### src/rtl/spi_regslave_pkg.sv
`timescale 1ns/1ps
package spi_regslave_pkg;

    typedef enum logic [2:0] {
        PH_CMD,
        PH_ADDR,
        PH_FLAG,
        PH_DATA,
        PH_IDLE
    } phase_e;

    // Address bit written by frame slot p of the address field.
    // In swapped-low order the upper half comes first, both halves ascending.
    function automatic int addr_pos(input int p, input logic msb_first, input int aw);
        int lo_bits;
        int hi_bits;
        lo_bits = aw / 2;
        hi_bits = aw - lo_bits;
        if (msb_first)
            return aw - 1 - p;
        else if (p < hi_bits)
            return lo_bits + p;
        else
            return p - hi_bits;
    endfunction

    // Data bit carried by slot k of a data byte.
    function automatic int data_pos(input int k, input logic msb_first, input int dw);
        return msb_first ? (dw - 1 - k) : k;
    endfunction

endpackage

### src/rtl/spi_sync.sv
`timescale 1ns/1ps
module spi_sync #(
    parameter int          W       = 3,
    parameter int          STAGES  = 2,
    parameter logic [W-1:0] RST_VAL = '0
) (
    input  logic         clk,
    input  logic         rst_n,
    input  logic [W-1:0] din,
    output logic [W-1:0] dout
);
    logic [STAGES-1:0][W-1:0] stg_d, stg_q;

    always_comb begin
        stg_d[0] = din;
        for (int i = 1; i < STAGES; i++) begin
            stg_d[i] = stg_q[i-1];
        end
    end

    always_ff @(posedge clk or negedge rst_n) begin
        if (!rst_n) begin
            for (int i = 0; i < STAGES; i++) stg_q[i] <= RST_VAL;
        end else begin
            stg_q <= stg_d;
        end
    end

    assign dout = stg_q[STAGES-1];
endmodule

### src/rtl/spi_edge.sv
`timescale 1ns/1ps
module spi_edge (
    input  logic clk,
    input  logic rst_n,
    input  logic sck_s,
    input  logic cpol,
    input  logic cpha,
    output logic sample,
    output logic shift
);
    logic lvl_d, lvl_q;
    logic lead, trail;

    always_comb begin
        lvl_d = sck_s ^ cpol;
    end

    always_ff @(posedge clk or negedge rst_n) begin
        if (!rst_n) lvl_q <= 1'b0;
        else        lvl_q <= lvl_d;
    end

    assign lead   = lvl_d & ~lvl_q;
    assign trail  = ~lvl_d & lvl_q;
    assign sample = cpha ? trail : lead;
    assign shift  = cpha ? lead : trail;
endmodule

### src/rtl/spi_regslave_core.sv
`timescale 1ns/1ps
module spi_regslave_core
    import spi_regslave_pkg::*;
#(
    parameter int AW = 14,
    parameter int DW = 8
) (
    input  logic          clk,
    input  logic          rst_n,
    input  logic          cs_act,
    input  logic          sample,
    input  logic          shift,
    input  logic          mosi,
    input  logic          msb_first,
    input  logic [DW-1:0] reg_rdata,
    output logic [AW-1:0] reg_addr,
    output logic [DW-1:0] reg_wdata,
    output logic          reg_wr,
    output logic          reg_rd,
    output logic          miso,
    output logic          miso_oe
);
    localparam int ACNT_W = $clog2(AW);
    localparam int DCNT_W = (DW > 2) ? $clog2(DW) : 1;
    localparam logic [ACNT_W-1:0] ALAST = ACNT_W'(AW - 1);
    localparam logic [DCNT_W-1:0] DLAST = DCNT_W'(DW - 1);

    typedef struct packed {
        phase_e            phase;
        logic [ACNT_W-1:0] acnt;
        logic [DCNT_W-1:0] rcnt;
        logic [DCNT_W-1:0] tcnt;
        logic              rw;
        logic              burst;
        logic [AW-1:0]     addr;
        logic [DW-1:0]     rx;
        logic [DW-1:0]     tx;
        logic [DW-1:0]     wdata;
        logic              wr;
        logic              rd;
        logic              inc;
        logic              miso;
    } st_t;

    st_t st_d, st_q;
    logic [DW-1:0] rx_new;

    always_comb begin
        st_d      = st_q;
        st_d.wr   = 1'b0;
        st_d.rd   = 1'b0;
        st_d.inc  = 1'b0;
        rx_new    = st_q.rx;
        rx_new[data_pos(int'(st_q.rcnt), msb_first, DW)] = mosi;

        if (st_q.rd)                 st_d.tx   = reg_rdata;
        if (st_q.wr && st_q.burst)   st_d.addr = st_q.addr + 1'b1;
        if (st_q.inc) begin
            st_d.addr = st_q.addr + 1'b1;
            st_d.rd   = 1'b1;
        end

        if (!cs_act) begin
            st_d.phase = PH_CMD;
            st_d.acnt  = '0;
            st_d.rcnt  = '0;
            st_d.tcnt  = '0;
            st_d.miso  = 1'b0;
            st_d.rd    = 1'b0;
            st_d.inc   = 1'b0;
        end else begin
            if (sample) begin
                case (st_q.phase)
                    PH_CMD: begin
                        st_d.rw    = mosi;
                        st_d.acnt  = '0;
                        st_d.phase = PH_ADDR;
                    end
                    PH_ADDR: begin
                        st_d.addr[addr_pos(int'(st_q.acnt), msb_first, AW)] = mosi;
                        st_d.acnt = st_q.acnt + 1'b1;
                        if (st_q.acnt == ALAST) st_d.phase = PH_FLAG;
                    end
                    PH_FLAG: begin
                        st_d.burst = mosi;
                        st_d.rcnt  = '0;
                        st_d.tcnt  = '0;
                        st_d.phase = PH_DATA;
                        if (st_q.rw) st_d.rd = 1'b1;
                    end
                    PH_DATA: begin
                        st_d.rx   = rx_new;
                        st_d.rcnt = st_q.rcnt + 1'b1;
                        if (st_q.rcnt == DLAST) begin
                            st_d.rcnt = '0;
                            if (!st_q.rw) begin
                                st_d.wr    = 1'b1;
                                st_d.wdata = rx_new;
                            end else if (st_q.burst) begin
                                st_d.inc = 1'b1;
                            end
                            if (!st_q.burst) st_d.phase = PH_IDLE;
                        end
                    end
                    default: ;
                endcase
            end
            if (shift && st_q.phase == PH_DATA && st_q.rw) begin
                st_d.miso = st_q.tx[data_pos(int'(st_q.tcnt), msb_first, DW)];
                st_d.tcnt = (st_q.tcnt == DLAST) ? '0 : st_q.tcnt + 1'b1;
            end
        end
    end

    always_ff @(posedge clk or negedge rst_n) begin
        if (!rst_n) st_q <= '{phase: PH_CMD, default: '0};
        else        st_q <= st_d;
    end

    assign reg_addr  = st_q.addr;
    assign reg_wdata = st_q.wdata;
    assign reg_wr    = st_q.wr;
    assign reg_rd    = st_q.rd;
    assign miso      = st_q.miso;
    assign miso_oe   = cs_act & st_q.rw & (st_q.phase == PH_DATA);
endmodule

### src/rtl/spi_regslave.sv
`timescale 1ns/1ps
module spi_regslave #(
    parameter int AW          = 14,
    parameter int DW          = 8,
    parameter int SYNC_STAGES = 2
) (
    input  logic          clk,
    input  logic          rst_n,
    input  logic          cfg_cpol,
    input  logic          cfg_cpha,
    input  logic          cfg_msb_first,
    input  logic          spi_sck,
    input  logic          spi_csn,
    input  logic          spi_mosi,
    output logic          spi_miso,
    output logic          spi_miso_oe,
    output logic [AW-1:0] reg_addr,
    output logic [DW-1:0] reg_wdata,
    output logic          reg_wr,
    output logic          reg_rd,
    input  logic [DW-1:0] reg_rdata
);
    logic [2:0] pins_s;
    logic       sample, shift;

    spi_sync #(
        .W       (3),
        .STAGES  (SYNC_STAGES),
        .RST_VAL (3'b010)
    ) u_sync (
        .clk   (clk),
        .rst_n (rst_n),
        .din   ({spi_sck, spi_csn, spi_mosi}),
        .dout  (pins_s)
    );

    spi_edge u_edge (
        .clk    (clk),
        .rst_n  (rst_n),
        .sck_s  (pins_s[2]),
        .cpol   (cfg_cpol),
        .cpha   (cfg_cpha),
        .sample (sample),
        .shift  (shift)
    );

    spi_regslave_core #(
        .AW (AW),
        .DW (DW)
    ) u_core (
        .clk       (clk),
        .rst_n     (rst_n),
        .cs_act    (~pins_s[1]),
        .sample    (sample),
        .shift     (shift),
        .mosi      (pins_s[0]),
        .msb_first (cfg_msb_first),
        .reg_rdata (reg_rdata),
        .reg_addr  (reg_addr),
        .reg_wdata (reg_wdata),
        .reg_wr    (reg_wr),
        .reg_rd    (reg_rd),
        .miso      (spi_miso),
        .miso_oe   (spi_miso_oe)
    );
endmodule

### config.mk
export PLATFORM = sky130hd
export DESIGN_NAME = spi_regslave
export DESIGN_NICKNAME = d
export VERILOG_FILES = /design/src/rtl/spi_regslave_pkg.sv /design/src/rtl/spi_sync.sv /design/src/rtl/spi_edge.sv /design/src/rtl/spi_regslave_core.sv /design/src/rtl/spi_regslave.sv
export SDC_FILE = /design/constraint.sdc
export NUM_CORES = 1
export LEC_CHECK = 0
export ABC_AREA = 0
export BUFFER_PORTS_ARGS = -buffer_cell sky130_fd_sc_hd__buf_2
export CAP_MARGIN = 20
export CORE_ASPECT_RATIO = 0.9
export CORE_MARGIN = 3
export CORE_UTILIZATION = 55
export CTS_CLUSTER_DIAMETER = 40
export DETAILED_ROUTE_END_ITERATION = 10
export MAX_ROUTING_LAYER = met4
export PLACE_DENSITY = 0.74
export SLEW_MARGIN = 20
export SYNTH_ARGS = -nofsm -noshare
export SYNTH_HDL_FRONTEND = slang
export SYNTH_SLANG_ARGS = --single-unit
export TNS_END_PERCENT = 1
### constraint.sdc
create_clock -name clk -period 3.25 [get_ports clk]
set_input_delay 0.975 -clock clk [delete_from_list [all_inputs] [get_ports clk]]
set_output_delay 0.975 -clock clk [all_outputs]
set_load 0.005 [all_outputs]
## Yosys cells after proc, flatten, opt, wreduce, memory -nomap -nowiden

Index checks and enable logic that the tools add are counted.

- Shift-type cells: 0
- Mux-type cells: 51
- $mul: 0
- Add/subtract/negate cells: 9
- Div/mod/pow operators: 0
- Equal/unequal tests: 9
- Reductions and logical operators: 21
- Order comparisons: 6
- Bitwise operators: 9

Operator list:

| cell | count |
|---|---|
| $mux 32 | 7 |
| $ge 32x1->1 const B | 2 |
| $lt 32x5->1 const B | 2 |
| $mux 14 | 3 |
| $mux 37 | 1 |
| $lt 32x6->1 const B | 1 |
| $mux 3 | 9 |
| $mux 22 | 1 |
| $mux 1 | 20 |
| $add 14x1->14 const B | 1 |
| $bwmux 14 | 1 |
| $mux 13 | 1 |
| $pmux 3 s4 | 1 |
| $reduce_bool 3->1 | 4 |
| $reduce_and 5->1 | 2 |
| $reduce_and 3->1 | 3 |
| $bwmux 8 | 1 |
| $mux 8 | 1 |
| $pmux 4 s2 | 1 |
| $sub 3x3->4 const A | 2 |
| $add 3x1->3 const B | 2 |
| $eq 3x2->1 const B | 2 |
| $eq 3x3->1 const B | 2 |
| $ne 3x2->1 const B | 2 |
| 20 further kinds | 33 |

- Bits in registers: 64
- Bits of input ports: 16
- Memories kept: 0
- Output and inout bits: 26
- Bits in latches: 0
- Memory bits (read-only): 0
- RAM bits: 0

## Logic depth before layout (Yosys ltp)

Gate-level depths: netlist (run 1).

- Depth after elaboration: 15
- Depth in mapped cells: 8
- Gate-level depth less buffers: 7

## Hierarchy

Synthesis (run 1) repeated with hierarchy kept, for this count alone.

- Cells, all modules: 389
- Area, all modules: 3817.4 um^2

Modules (own cells, without submodules):

| module | area an instance (um^2) | times used | cells an instance |
|---|---|---|---|
| spi_regslave_core | 3577.2 | 1 | 374 |
| spi_sync | 152.6 | 1 | 6 |
| spi_edge | 83.8 | 1 | 8 |
| spi_regslave | 3.8 | 1 | 1 |

## Worst setup path after synthesis (run 1)

OpenSTA, ideal clock, no wires.

- Kind: input to register
- From: in cfg_cpol
- To: reg u_core.st_q, in the netlist u_core.reg_addr[0]
- Required time: 3.125 ns
- Stages on the path: 6
- Slack: 0.630 ns
- Data arrival time: 2.496 ns
- Library setup time: 0.125 ns
- Cells stage by stage: xor2_1 > mux2i_1 > buf_2 > nand4_1 > a211oi_1 > mux2_2

RTL lines:

| what | RTL line | RTL |
|---|---|---|
| start, declared | spi_regslave.sv:9 | `input logic cfg_cpol,` |
| end signal, assigned | spi_regslave_core.sv:117 | `else st_q <= st_d;` |
| end, declared | spi_regslave_core.sv:45 | `st_t st_d, st_q;` |

## Final worst setup path (run 1)

- From: reg u_core.st_q[55] (netlist bit)
- To: out spi_miso_oe

- Longest elaborated chain between the ends: 2

Ends and longest elaborated chain:

| what | RTL line | RTL |
|---|---|---|
| $eq 3x2->1 | spi_regslave_core.sv:125 | `assign miso_oe = cs_act & st_q.rw & (st_q.phase == PH_DATA);` |
| $and 1x1->1 | spi_regslave_core.sv:125 |  |
| end, declared | spi_regslave.sv:16 | `output logic spi_miso_oe,` |

No other way between the ends.

==> summary.md, run 1 <==
| Metric | Value |
|---|---|
| Status | finished, final reports clean |
| Yosys top cell area share | 40.0% |
| # DRC | 0 |
| Fin. Hold Viols | 0 |
| Clk sinks | 64 |
| Tot GR Track Use | between 10% and 20% |
| Detailed Route WL | roughly 7000 µm |
| CTS resizes | 0 |
| Total grt overflow | 0 |
| Port-buffer cells | 41 |
| Clk buf depth | 2 |
| Placed inst area | approximately 4000 µm² |
| RSZ-0062 raised after global routing | no |
| Starting density of the core | between 50% and 60% |
| Power, Total | between 1.5 and 2 mW |
| Die ar. | 8100 µm² |
| Critical Path End Type | output pin |
| Worst skew pair latency | around 0.34 ns |
| Actual slew at the worst max-slew pin | slightly below 0.9 ns |
| Setup TNS | 0 ns |
| CTS HTree Levels | 3 |
| Power Dens Cells | around 390 nW/µm² |
| Synthesized Nets | between 400 and 500 |
| Clock Skew | between 0.007 and 0.008 ns |
| Critical Path Slowest Stage Cell | dfrtp_1 |
| Post-route non-filler standard cell count | ~500 |
| FP Rows | 28 |
| Required @ worst endpoint | approximately 2.3 ns |
| Setup violators final | 0 |
| Critical path data arrival time | roughly 1.6 ns |
| Worst stage delay on the critical path | about 0.47 ns |
| Number of diodes | 0 |
| Clock Root Buffer | clkbuf_8 |
| Hold Path Sink | u_sync.dout[0] |
| Hold-critical path depth | 0 |
| Routed WL per cell | between 10 and 15 µm |
| Critical path cell sequence | nor2b_1, and3_1, buf_2 |
| Fin nets | ~430 |
| Max transition margin | between 40% and 50% |
| P_leak | roughly 1.9 nW |
| CTS clk-pin slew, worst paths | about 0.06 ns |
| Post-route clock period utilization | 78.2% |
| Int Power | about 1.3 mW |
| RR Startpoint | u_core.st_q[52] |
| Area leader, netlist | dfrtp_1 |
| Psw | around 0.38 mW |
| Die Y | about 86 µm |
| Largest net degree at the start of global routing | 30 |
| Ports | 42 |
| Fillers | approximately 590 |
| GPL Wtd Cong | 0.874 |
| Buf+Inv Stages, Crit Path | 1 |
| DR vias | 2,762 |
| CP Class | register to output pin |
| Max VDD drop | around 0.0003 V |
| Register bit total from synthesis | 64 |
| Inst Count DP | between 400 and 500 |
| Mapped Area | approximately 3900 µm² |
| Main synth FF type | dfrtp_1 |
| FF-to-FF End | u_core.reg_addr[1] |
| Worst Slack Setup Final | between 0.7 and 0.8 ns |
| Switching Fraction | about a quarter |
| Max Cap Viol | 0 |
| Worst Min Path Start | u_sync.stg_d[3] |
| Area delta synth->final | 8.09% |
| Type of element launching the critical path | register |
| Postcts setup bufs | 0 |
| Instance count of the mapped netlist | 387 |
| Share of layout cells above drive strength 1 | between 20 and 30% |
| Die width | ~95 µm |
| Place WS | slightly below 0.4 ns |
| Sequential Power Share | approximately half |
| Synth area leaders | dfrtp_1 (40%), mux2_2 (7.8%), mux2i_1 (5.2%), buf_4 (4.3%), ha_1 (3.9%) |
| Post-CTS Hold Fix Bufs | 0 |
| Synth Warn # | 0 |
| Hold Crit Class | register to register |
| Async S/R FF share, synth | 100% |
| Vias per cell | 5.51 |
| Hold slack final | 0.351 ns |
| Number of CTS-inserted buffers | 9 |
| Finished Cell Area | 4200 µm² |
| Pre-antenna DRT Iters | 4 |
| Synth cell types | between 50 and 60 |
| Starting DRT DRC Count | between 100 and 150 |
| Post-DP HPWL | between 5000 and 6000 µm |
| Clock share of power | 41.2% |
| Reg2Reg Depth | 6 |
| TritonCTS clock tree | yes |
| Final worst path period need | about 2.5 ns |
| Critical Path Fanout Max | 7 |
| Core Region | ~6700 µm² |
| Seq/Total Area, Yosys | 41.3% |
| Reg2reg setup slack | between 0.7 and 0.8 ns |
| Antenna Nets Post-Route | 0 |
| Initial antenna violation count | 0 |
| Global-route wire length before repair | 12,300 µm |
| Max Clk Rate | 393 MHz |
| Top Family by Delay on Critical Path | simple AND/OR/NAND/NOR gates |
| Comb pwr share | 7.2% |
| EDFF count, synth | 0 |
| Syn_area_per_cell | about 10 µm² |
| Slew Viols, Final | 0 |
| Final Util | 62.4% |
| Vias in the first global route | approximately 2,700 |
-- kinds of logic (layout without fill, tap and decap cells) --
logic type / after synthesis / in the layout / share of synthesized area (%)
AO/OA/AOI/OAI: 63 / 63 / 11.6
XOR/XNOR: 18 / 18 / 4.06
adder cells (fa/ha/maj): 12 / 12 / 3.87
buffers and inverters: 56 / 80 / 7.83
flip-flops: 64 / 64 / 41.3
multiplexers: 47 / 47 / 13.0
AND/OR/NAND/NOR: 127 / 127 / 18.3
-- cell usage in the layout (no fill, tap or decap), drive strengths merged, types with 5 or more instances in the layout --
| master | instances |
|---|---|
| mux2i | 20 |
| ha | 12 |
| nand2b | 8 |
| nand2 | 34 |
| clkbuf | 13 |
| inv | 19 |
| nand3 | 21 |
| nor3 | 5 |
| o22ai | 8 |
| nand4 | 11 |
| nor2 | 13 |
| o21ai | 16 |
| xnor2 | 10 |
| a21oi | 13 |
| buf | 45 |
| or2 | 5 |
| a211oi | 7 |
| xor2 | 8 |
| mux2 | 27 |
| dfrtp | 62 |
-- synth_stat cells (2+ instances only) --
| cell type | instances |
|---|---|
| buf_2 | 3 |
| and2_1 | 2 |
| nand3b_1 | 4 |
| ha_1 | 12 |
| nand2b_1 | 8 |
| xnor2_1 | 10 |
| and3_1 | 3 |
| nand3_1 | 20 |
| mux2_2 | 27 |
| mux2i_1 | 20 |
| or2_2 | 5 |
| a21oi_1 | 12 |
| dfrtp_1 | 62 |
| o32ai_2 | 2 |
| clkbuf_1 | 11 |
| nand2_1 | 34 |
| nor2b_1 | 2 |
| nor3_1 | 4 |
| and4_1 | 2 |
| and3b_1 | 3 |
| inv_1 | 19 |
| o22ai_1 | 8 |
| dfstp_2 | 2 |
| xor2_1 | 8 |
| nor3b_1 | 4 |
| a31oi_1 | 3 |
| or4_1 | 2 |
| buf_4 | 22 |
| nor2_1 | 13 |
| o21ai_0 | 16 |
| nand4_1 | 11 |
| a211oi_1 | 7 |
-- area by class of cell --
type                            count  area (µm²)  area share (%)
Clock buffer                       13         159            3.79
Inverter                           19        71.3            1.70
Multi-Input combinational cell    267        1970            47.0
Timing Repair Buffer               45         235            5.61
Sequential cell                    64        1600            38.2
Tap cell                           90         113            2.68
Clock inverter                      3        40.0           0.954
-- routing by layer --
| metal | GRT usage (%) | vias to the layer above | part of all wire [%] |
|---|---|---|---|
| li1 | - | 1407 | - |
| met1 | 25.4 | 1296 | 48 |
| met2 | 31.1 | 51 | 47 |
| met3 | 4.74 | 8 | 3.7 |
| met4 | 6.82 | 0 | 1.0 |
| met5 | - | - | 0 |
-- power by group through the flow --
stage	logic, mW	registers (mW)	clock network [mW]
after floorplan	0.0909	0.851	0
after global placement	0.117	0.863	0
after detailed placement	0.120	0.865	0
after CTS	0.121	0.850	0.705
after global routing	0.134	0.854	0.739
final	0.118	0.851	0.679
-- worst max-delay path by stage --
stage / from / endpoint / slack (ns) / cells after the start
3_5_place_dp: cfg_cpol / u_core.reg_wdata[0] / 0.39 / 7
4_1_cts: u_core.st_q[55] / spi_miso_oe / 0.71 / 3
5_1_grt: cfg_cpol / u_core.reg_wdata[1] / 0.59 / 7
6_report: u_core.st_q[55] / spi_miso_oe / 0.71 / 3
2_1_floorplan: cfg_cpol / u_core.reg_addr[0] / 0.63 / 6
3_3_place_gp: cfg_cpol / u_core.reg_wdata[5] / 0.47 / 7
-- registers in the layout (all words and copies together) (netlist names) --
signal            cells
u_sync.dout           3
u_edge.lvl_q          1
u_core.reg_wr         1
u_core.miso           1
u_sync.stg_d          3
u_core.reg_rd         1
u_core.st_q          32
u_core.reg_addr      14
u_core.reg_wdata      8
Note: power is estimated with default switching activity, not from simulation.
==> run 2, diff against run 1 <==
==> constraint.sdc (replaced) <==
create_clock -name clk -period 2.6 [get_ports clk]
set_input_delay 0.78 -clock clk [delete_from_list [all_inputs] [get_ports clk]]
set_output_delay 0.78 -clock clk [all_outputs]
set_load 0.005 [all_outputs]
==> run 2 against run 1 <==
Die area stayed put. Largest cell class unchanged. Critical endpoint is now u_core.reg_addr[0]. Routed wire length is 1.9% higher. Flip-flop and latch count stayed put.
==> summary.md, run 2 (synthesis results as in run 1) <==
| Metric | Value |
|---|---|
| Status | finished, final reports clean |
| Postcts setup bufs | 0 (unchanged) |
| Setup violators final | 0 (unchanged) |
| RSZ-0062 raised after global routing | no |
| Max Clk Rate | 426 MHz |
| Critical Path End Type | register |
| Combined area of the multi-input logic cells | 1970 µm² (unchanged) |
| Comb pwr share | 8.0% (+0.8 points) |
| Ports | 42 (unchanged) |
| Global-route wire length before repair | 12,500 µm (+1.4%) |
| Met2 usage in global routing | 31.6% (+0.45 points) |
| Leading cell type in the layout, fill and taps excluded | dfrtp_1 |
| Clock share of power | 37.6% (-3.6 points) |
| Critical Path Fanout Max | 6 (-1) |
| Number of CTS-inserted buffers | 9 (unchanged) |
| P_leak | 1.93 nW (+1.2%) |
| Starting density of the core | 57.7% (unchanged) |
| Final worst path period need | ~2.3 ns |
| Required @ worst endpoint | 2.82 ns (+0.55 ns) |
| Detailed Route WL | 7140 µm (+1.9%) |
| Vias per cell | 5.60 (+1.5%) |
| CTS HTree Levels | 3 (unchanged) |
| Clk buf depth | 2 (unchanged) |
| Met1 usage | 26.1% (+0.68 points) |
| Fin. Hold Viols | 0 (unchanged) |
| Number of diodes | 0 (unchanged) |
| CTS clk-pin slew, worst paths | 0.07 ns (about the same) |
| Power Dens Cells | 461 nW/µm² (+17%) |
| Vias in the first global route | 2,680 (+0.75%) |
| Setup TNS | 0 ns (unchanged) |
| Antenna Nets Post-Route | 0 (unchanged) |
| Most frequent cells in the layout | dfrtp_1 (62), buf_2 (41), nand2_1 (34), mux2_2 (27) |
| Core Region | 6730 µm² (unchanged) |
| TritonCTS clock tree | yes |
| DR vias | 2,843 (+2.9%) |
| Largest net degree at the start of global routing | 65 (+120%) |
| Tot GR Track Use | 20.2% (+0.28 points) |
| Clk sinks | 64 (unchanged) |
| GPL Wtd Cong | 0.847 (-3.0%) |
| Type of element launching the critical path | register |
| Hold-critical path depth | 0 (unchanged) |
| Die width | 94.6 µm (unchanged) |
| Worst skew pair latency | 0.34 ns (about the same) |
| Max VDD drop | 0.000367 V (+22%) |
| Int Power | 1.46 mW (+16%) |
| CP Class | register to register |
| Critical path data arrival time | 2.57 ns (+1.00 ns) |
| Clock Skew | 0.00895 ns (+0.00109 ns) |
| GR Util met3 | 4.74% (unchanged) |
| Starting DRT DRC Count | 135 (+24%) |
| GR peak layer | met2 |
| Share of layout cells above drive strength 1 | 26.6% (+1.0 points) |
| Actual slew at the worst max-slew pin | 0.683 ns (-0.185 ns) |
| Sequential Power Share | 54.4% (+2.8 points) |
| Post-route clock period utilization | approximately nine tenths |
| Max reg flops | 32 (unchanged) |
| FP Rows | 28 (unchanged) |
| Initial antenna violation count | 0 (unchanged) |
| Max transition margin | 54.0% (+13 points) |
| Die ar. | 8100 µm² (unchanged) |
| Total grt overflow | 0 (unchanged) |
| Reg area | 1600 µm² (unchanged) |
| Port-buffer cells | 41 (unchanged) |
| Finished Cell Area | 4230 µm² (+0.78%) |
| Reg2Reg Depth | 6 (unchanged) |
| Switching Fraction | 25.0% (+1.7 points) |
| Power, Total | 1.95 mW (+18%) |
| # DRC | 0 (unchanged) |
| Hold Crit Class | register to register |
| Slew Viols, Final | 0 (unchanged) |
| Die Y | 85.7 µm (unchanged) |
| Placed inst area | 4060 µm² (+1.6%) |
| Post-DP HPWL | 5250 µm (+1.7%) |
| Psw | 0.488 mW (+27%) |
| Largest Register | u_core.st_q |
| Max Cap Viol | 0 (unchanged) |
| Clock Root Buffer | clkbuf_8 |
| Routed WL per cell | 14.1 µm (+0.45%) |
| Area delta synth->final | 8.93% |
| CTS resizes | 0 (unchanged) |
| Pre-antenna DRT Iters | 4 (unchanged) |
| Fin nets | 441 (+1.6%) |
| Post-CTS Hold Fix Bufs | 0 (unchanged) |
| Fillers | 595 (+1.5%) |
-- run 2: cell types whose count changed in the layout (fill, tap and decap cells not counted) --
| cell | change |
|---|---|
| bufinv_16 | -1 |
| buf_4 | +6 |
| clkinvlp_4 | +1 |
| buf_12 | +1 |
| clkbuf_8 | -1 |
| clkbuf_1 | +1 |
-- run 2: power by group through the flow --
stage	clock [mW]	sequential, mW	combinational, mW
3_5_place_dp	0	1.08	0.157
2_1_floorplan	0	1.06	0.114
3_3_place_gp	0	1.08	0.153
6_report	0.732	1.06	0.156
5_1_grt	0.804	1.06	0.175
4_1_cts	0.758	1.06	0.157
-- run 2: area by class of cell --
class | instances | share of cell area [%]
Clock buffer | 13 | 3.52
Clock inverter | 3 | 0.414
Tap cell | 90 | 2.66
Sequential cell | 64 | 37.9
Multi-Input combinational cell | 267 | 46.7
Timing Repair Buffer | 52 | 7.10
Inverter | 19 | 1.69
-- run 2: through the flow --
| stage | std cells | setup slack (ns) | hold WS (ns) | utilization [%] |
|---|---|---|---|---|
| 2_1_floorplan | 387 | 0.175 | 0.331 | - |
| 3_3_place_gp | 492 | 0.226 | 0.333 | 60.4 |
| 3_5_place_dp | 492 | 0.175 | 0.335 | 60.4 |
| 4_1_cts | 508 | 0.236 | 0.349 | 62.9 |
| 5_1_grt | 508 | 0.0545 | 0.356 | 62.9 |
| 6_report | 508 | 0.254 | 0.348 | 62.9 |
-- run 2: critical path, stage by stage, from the launching register on --
cell      delay (ns)
dfrtp_1         0.39
ha_1            0.27
and2_0          0.30
o32ai_2         0.41
o21bai_1        0.17
a211oi_1        0.32
mux2_2          0.37
-- run 2: path summary, 6_finish.rpt --
check | startpoint | slack [ns] | endpoint
worst min-delay path | u_sync.stg_d[3] | 0.35 | u_sync.dout[0]
worst min register to register | u_sync.stg_d[3] | 0.35 | u_sync.dout[0]
max in group asynchronous | rst_n | 1.84 | u_sync.stg_d[4]
min in group asynchronous | rst_n | 0.45 | u_core.reg_wdata[1]
worst max register to register | u_core.st_q[51] | 0.25 | u_core.reg_addr[0]
worst max-delay path | u_core.st_q[51] | 0.25 | u_core.reg_addr[0]
-- run 2: routing by layer --
| metal | wire length, µm | vias to the layer above |
|---|---|---|
| met3 | 297 | 11 |
| met4 | 106 | 0 |
| met1 | 3400 | 1358 |
| li1 | - | 1421 |
| met5 | 0 | - |
| met2 | 3340 | 53 |
==> run 3, diff against run 2 <==
--- a/config.mk
+++ b/config.mk
@@ -15,6 +15,7 @@
 export DETAILED_ROUTE_END_ITERATION = 10
 export MAX_ROUTING_LAYER = met4
 export PLACE_DENSITY = 0.74
+export RECOVER_POWER = 100
 export SLEW_MARGIN = 20
 export SYNTH_ARGS = -nofsm -noshare
 export SYNTH_HDL_FRONTEND = slang
==> run 3 against run 2 <==
The run now ends with capacitance limit, slew limit left. Clock skew is 0.00069 ns higher. Largest cell class unchanged. Sequential share of layout area grew 0.36 points. Critical path depth rose by 1. Die area unchanged. Critical endpoint unchanged. Flip-flop and latch count is the same.
==> summary.md, run 3 (synthesis results as in run 1) <==
| Metric | Value |
|---|---|
| Sequential Power Share | 54.7% (+0.3 points) |
| Starting density of the core | 57.7% (unchanged) |
| Required @ worst endpoint | 2.82 ns (about the same) |
| Failing checks | capacitance limit, slew limit |
| Power Dens Cells | 463 nW/µm² (+0.42%) |
| Clock Root Buffer | clkbuf_8 |
| Met2 wire len | 3340 µm (-0.12%) |
| Ports | 42 (unchanged) |
| Setup violators final | 0 (unchanged) |
| Fin. Hold Viols | 0 (unchanged) |
| Max VDD drop | 0.000368 V (about the same) |
| Largest Register | u_core.st_q |
| Global-route wire length before repair | 12,500 µm (unchanged) |
| Fin nets | 441 (unchanged) |
| # DRC | 0 (unchanged) |
| Largest net degree at the start of global routing | 65 (unchanged) |
| Actual slew at the worst max-slew pin | 1.54 ns (+0.859 ns) |
| Post-DP HPWL | 5250 µm (unchanged) |
| Critical path origin | cfg_cpha |
| Critical Path Fanout Max | 13 (+7) |
| Slew Viols, Final | 65 (+65) |
| Met3 wire len | 333 µm (+12%) |
| Critical Path Slowest Stage Cell | clkbuf_1 |
| Initial antenna violation count | 0 (unchanged) |
| Comb pwr share | 7.7% (-0.3 points) |
| RSZ-0062 raised after global routing | no |
| Die ar. | 8100 µm² (unchanged) |
| Max Clk Rate | 423 MHz (-0.82%) |
| Setup TNS | 0 ns (unchanged) |
| Int Power | 1.46 mW (-0.39%) |
| Most frequent cells in the layout | dfrtp_1 (62), buf_2 (36), nand2_1 (34), mux2_2 (27), nand3_1 (21) |
| Critical path data arrival time | 2.59 ns (+0.02 ns) |
| Critical path cell sequence | buf_2, or2_2, mux2i_1, clkbuf_1, nand4_1, a211oi_1, mux2_2 |
| Reg2Reg Depth | 6 (unchanged) |
| Core Region | 6730 µm² (unchanged) |
| Final Util | 62.3% (-0.60 points) |
| Final worst path period need | 2.37 ns (+0.0194 ns) |
| CP Class | input pin to register |
| Hold Crit Class | register to register |
| Post-route non-filler standard cell count | 508 (unchanged) |
| CTS HTree Levels | 3 (unchanged) |
| Clk buf depth | 2 (unchanged) |
| Clk sinks | 64 (unchanged) |
| Postcts setup bufs | 0 (unchanged) |
| Worst path depth | 7 (+1) |
| Switching Fraction | 24.9% (-0.11 points) |
| Die Y | 85.7 µm (unchanged) |
| Max transition margin | -2.78% (-57 points) |
| Post-CTS Hold Fix Bufs | 0 (unchanged) |
| Routed WL per cell | 14.0 µm (-0.17%) |
| Reg2reg setup slack | 0.25 ns (about the same) |
| Die width | 94.6 µm (unchanged) |
| Clock Skew | 0.00965 ns (+0.000691 ns) |
| Vias in the first global route | 2,680 (unchanged) |
| Port-buffer cells | 41 (unchanged) |
| Hold slack final | 0.348 ns (+0.0000420 ns) |
| Max Cap Viol | 1 (+1) |
| Number of CTS-inserted buffers | 9 (unchanged) |
| Uppermost layer routed | met4 |
| Post-route clock period utilization | 91.0% (+0.75 points) |
| Inst Count DP | 492 (unchanged) |
| DR vias | 2,817 (-0.91%) |
| FP Rows | 28 (unchanged) |
| Psw | 0.483 mW (-0.98%) |
| CTS resizes | 0 (unchanged) |
| Tot GR Track Use | 20.2% (unchanged) |
| Vias per cell | 5.55 (-0.91%) |
| Critical Path End Type | register |
| Clock share of power | 37.6% (about the same) |
| Leading cell type in the layout, fill and taps excluded | dfrtp_1 |
| RR Startpoint | u_core.st_q[51] |
| FF-to-FF End | u_core.reg_addr[0] |
| Share of layout cells above drive strength 1 | 24.2% (-2.4 points) |
| Antenna Nets Post-Route | 0 (unchanged) |
| Detailed Route WL | 7130 µm (-0.17%) |
| Max reg flops | 32 (unchanged) |
| Pre-antenna DRT Iters | 4 (unchanged) |
| Area delta synth->final | 7.90% |
| Number of diodes | 0 (unchanged) |
| TritonCTS clock tree | yes |
| Starting DRT DRC Count | 142 (+5.2%) |
| GPL Wtd Cong | 0.847 (unchanged) |
| Status | complete, but fails checks |
| Worst skew pair latency | 0.34 ns (about the same) |
| Total grt overflow | 0 (unchanged) |
| Buf+Inv Stages, Crit Path | 2 (+2) |
| Wl on met1 | 3380 µm (-0.50%) |
| Type of element launching the critical path | input pin |
| Top Family by Delay on Critical Path | buffers and inverters |
| CP endpoint | u_core.reg_addr[0] |
| P_leak | 1.90 nW (-1.6%) |
| Worst stage delay on the critical path | 0.43 ns (+0.02 ns) |
| CTS clk-pin slew, worst paths | 0.07 ns (about the same) |
==> run 3: cell types whose count changed in the layout (fill, tap and decap cells not counted), sizes merged <==
cell / previous run / this run
buf: 52 / 43
clkbuf: 13 / 22
==> run 3: worst min-delay path by stage <==
stage / start / end / slack (ns) / depth (start not counted)
after floorplan: u_sync.stg_d[3] / u_sync.dout[0] / 0.33 / 0
after detailed placement: u_sync.stg_d[3] / u_sync.dout[0] / 0.33 / 0
after global placement: u_sync.stg_d[3] / u_sync.dout[0] / 0.33 / 0
final: u_sync.stg_d[3] / u_sync.dout[0] / 0.35 / 0
after global routing: u_sync.stg_d[3] / u_sync.dout[0] / 0.36 / 0
after CTS: u_sync.stg_d[3] / u_sync.dout[0] / 0.35 / 0
==> run 3: power groups by stage <==
| stage | Clock (mW) | Combinational (mW) | Sequential (mW) |
|---|---|---|---|
| floorplan | 0 | 0.114 | 1.06 |
| global placement | 0 | 0.153 | 1.08 |
| detailed placement | 0 | 0.157 | 1.08 |
| CTS | 0.758 | 0.157 | 1.06 |
| global route | 0.804 | 0.168 | 1.06 |
| finish | 0.729 | 0.148 | 1.06 |
==> run 3: cell type report <==
| cell class | instances | area (µm²) |
|---|---|---|
| Inverter | 19 | 71.3 |
| Clock buffer | 13 | 149 |
| Multi-Input combinational cell | 267 | 1960 |
| Tap cell | 90 | 113 |
| Fill cell | 608 | 2540 |
| Sequential cell | 64 | 1600 |
| Timing Repair Buffer | 52 | 269 |
| Clock inverter | 3 | 17.5 |
==> run 3: per-layer routing <==
| layer | track usage, % | vias up |
|---|---|---|
| li1 | - | 1421 |
| met1 | 26.1 | 1328 |
| met2 | 31.6 | 59 |
| met3 | 4.74 | 9 |
| met4 | 6.29 | 0 |
| met5 | - | - |
==> run 3: metrics by stage <==
| stage | setup slack (ns) | total power, mW | cell area, µm² |
|---|---|---|---|
| 2_1_floorplan | 0.175 | 1.18 | 3880 |
| 5_1_grt | 0.0545 | 2.04 | 4190 |
| 3_3_place_gp | 0.226 | 1.23 | 4060 |
| 3_5_place_dp | 0.175 | 1.24 | 4060 |
| 4_1_cts | 0.236 | 1.98 | 4230 |
| 6_report | 0.234 | 1.94 | 4190 |
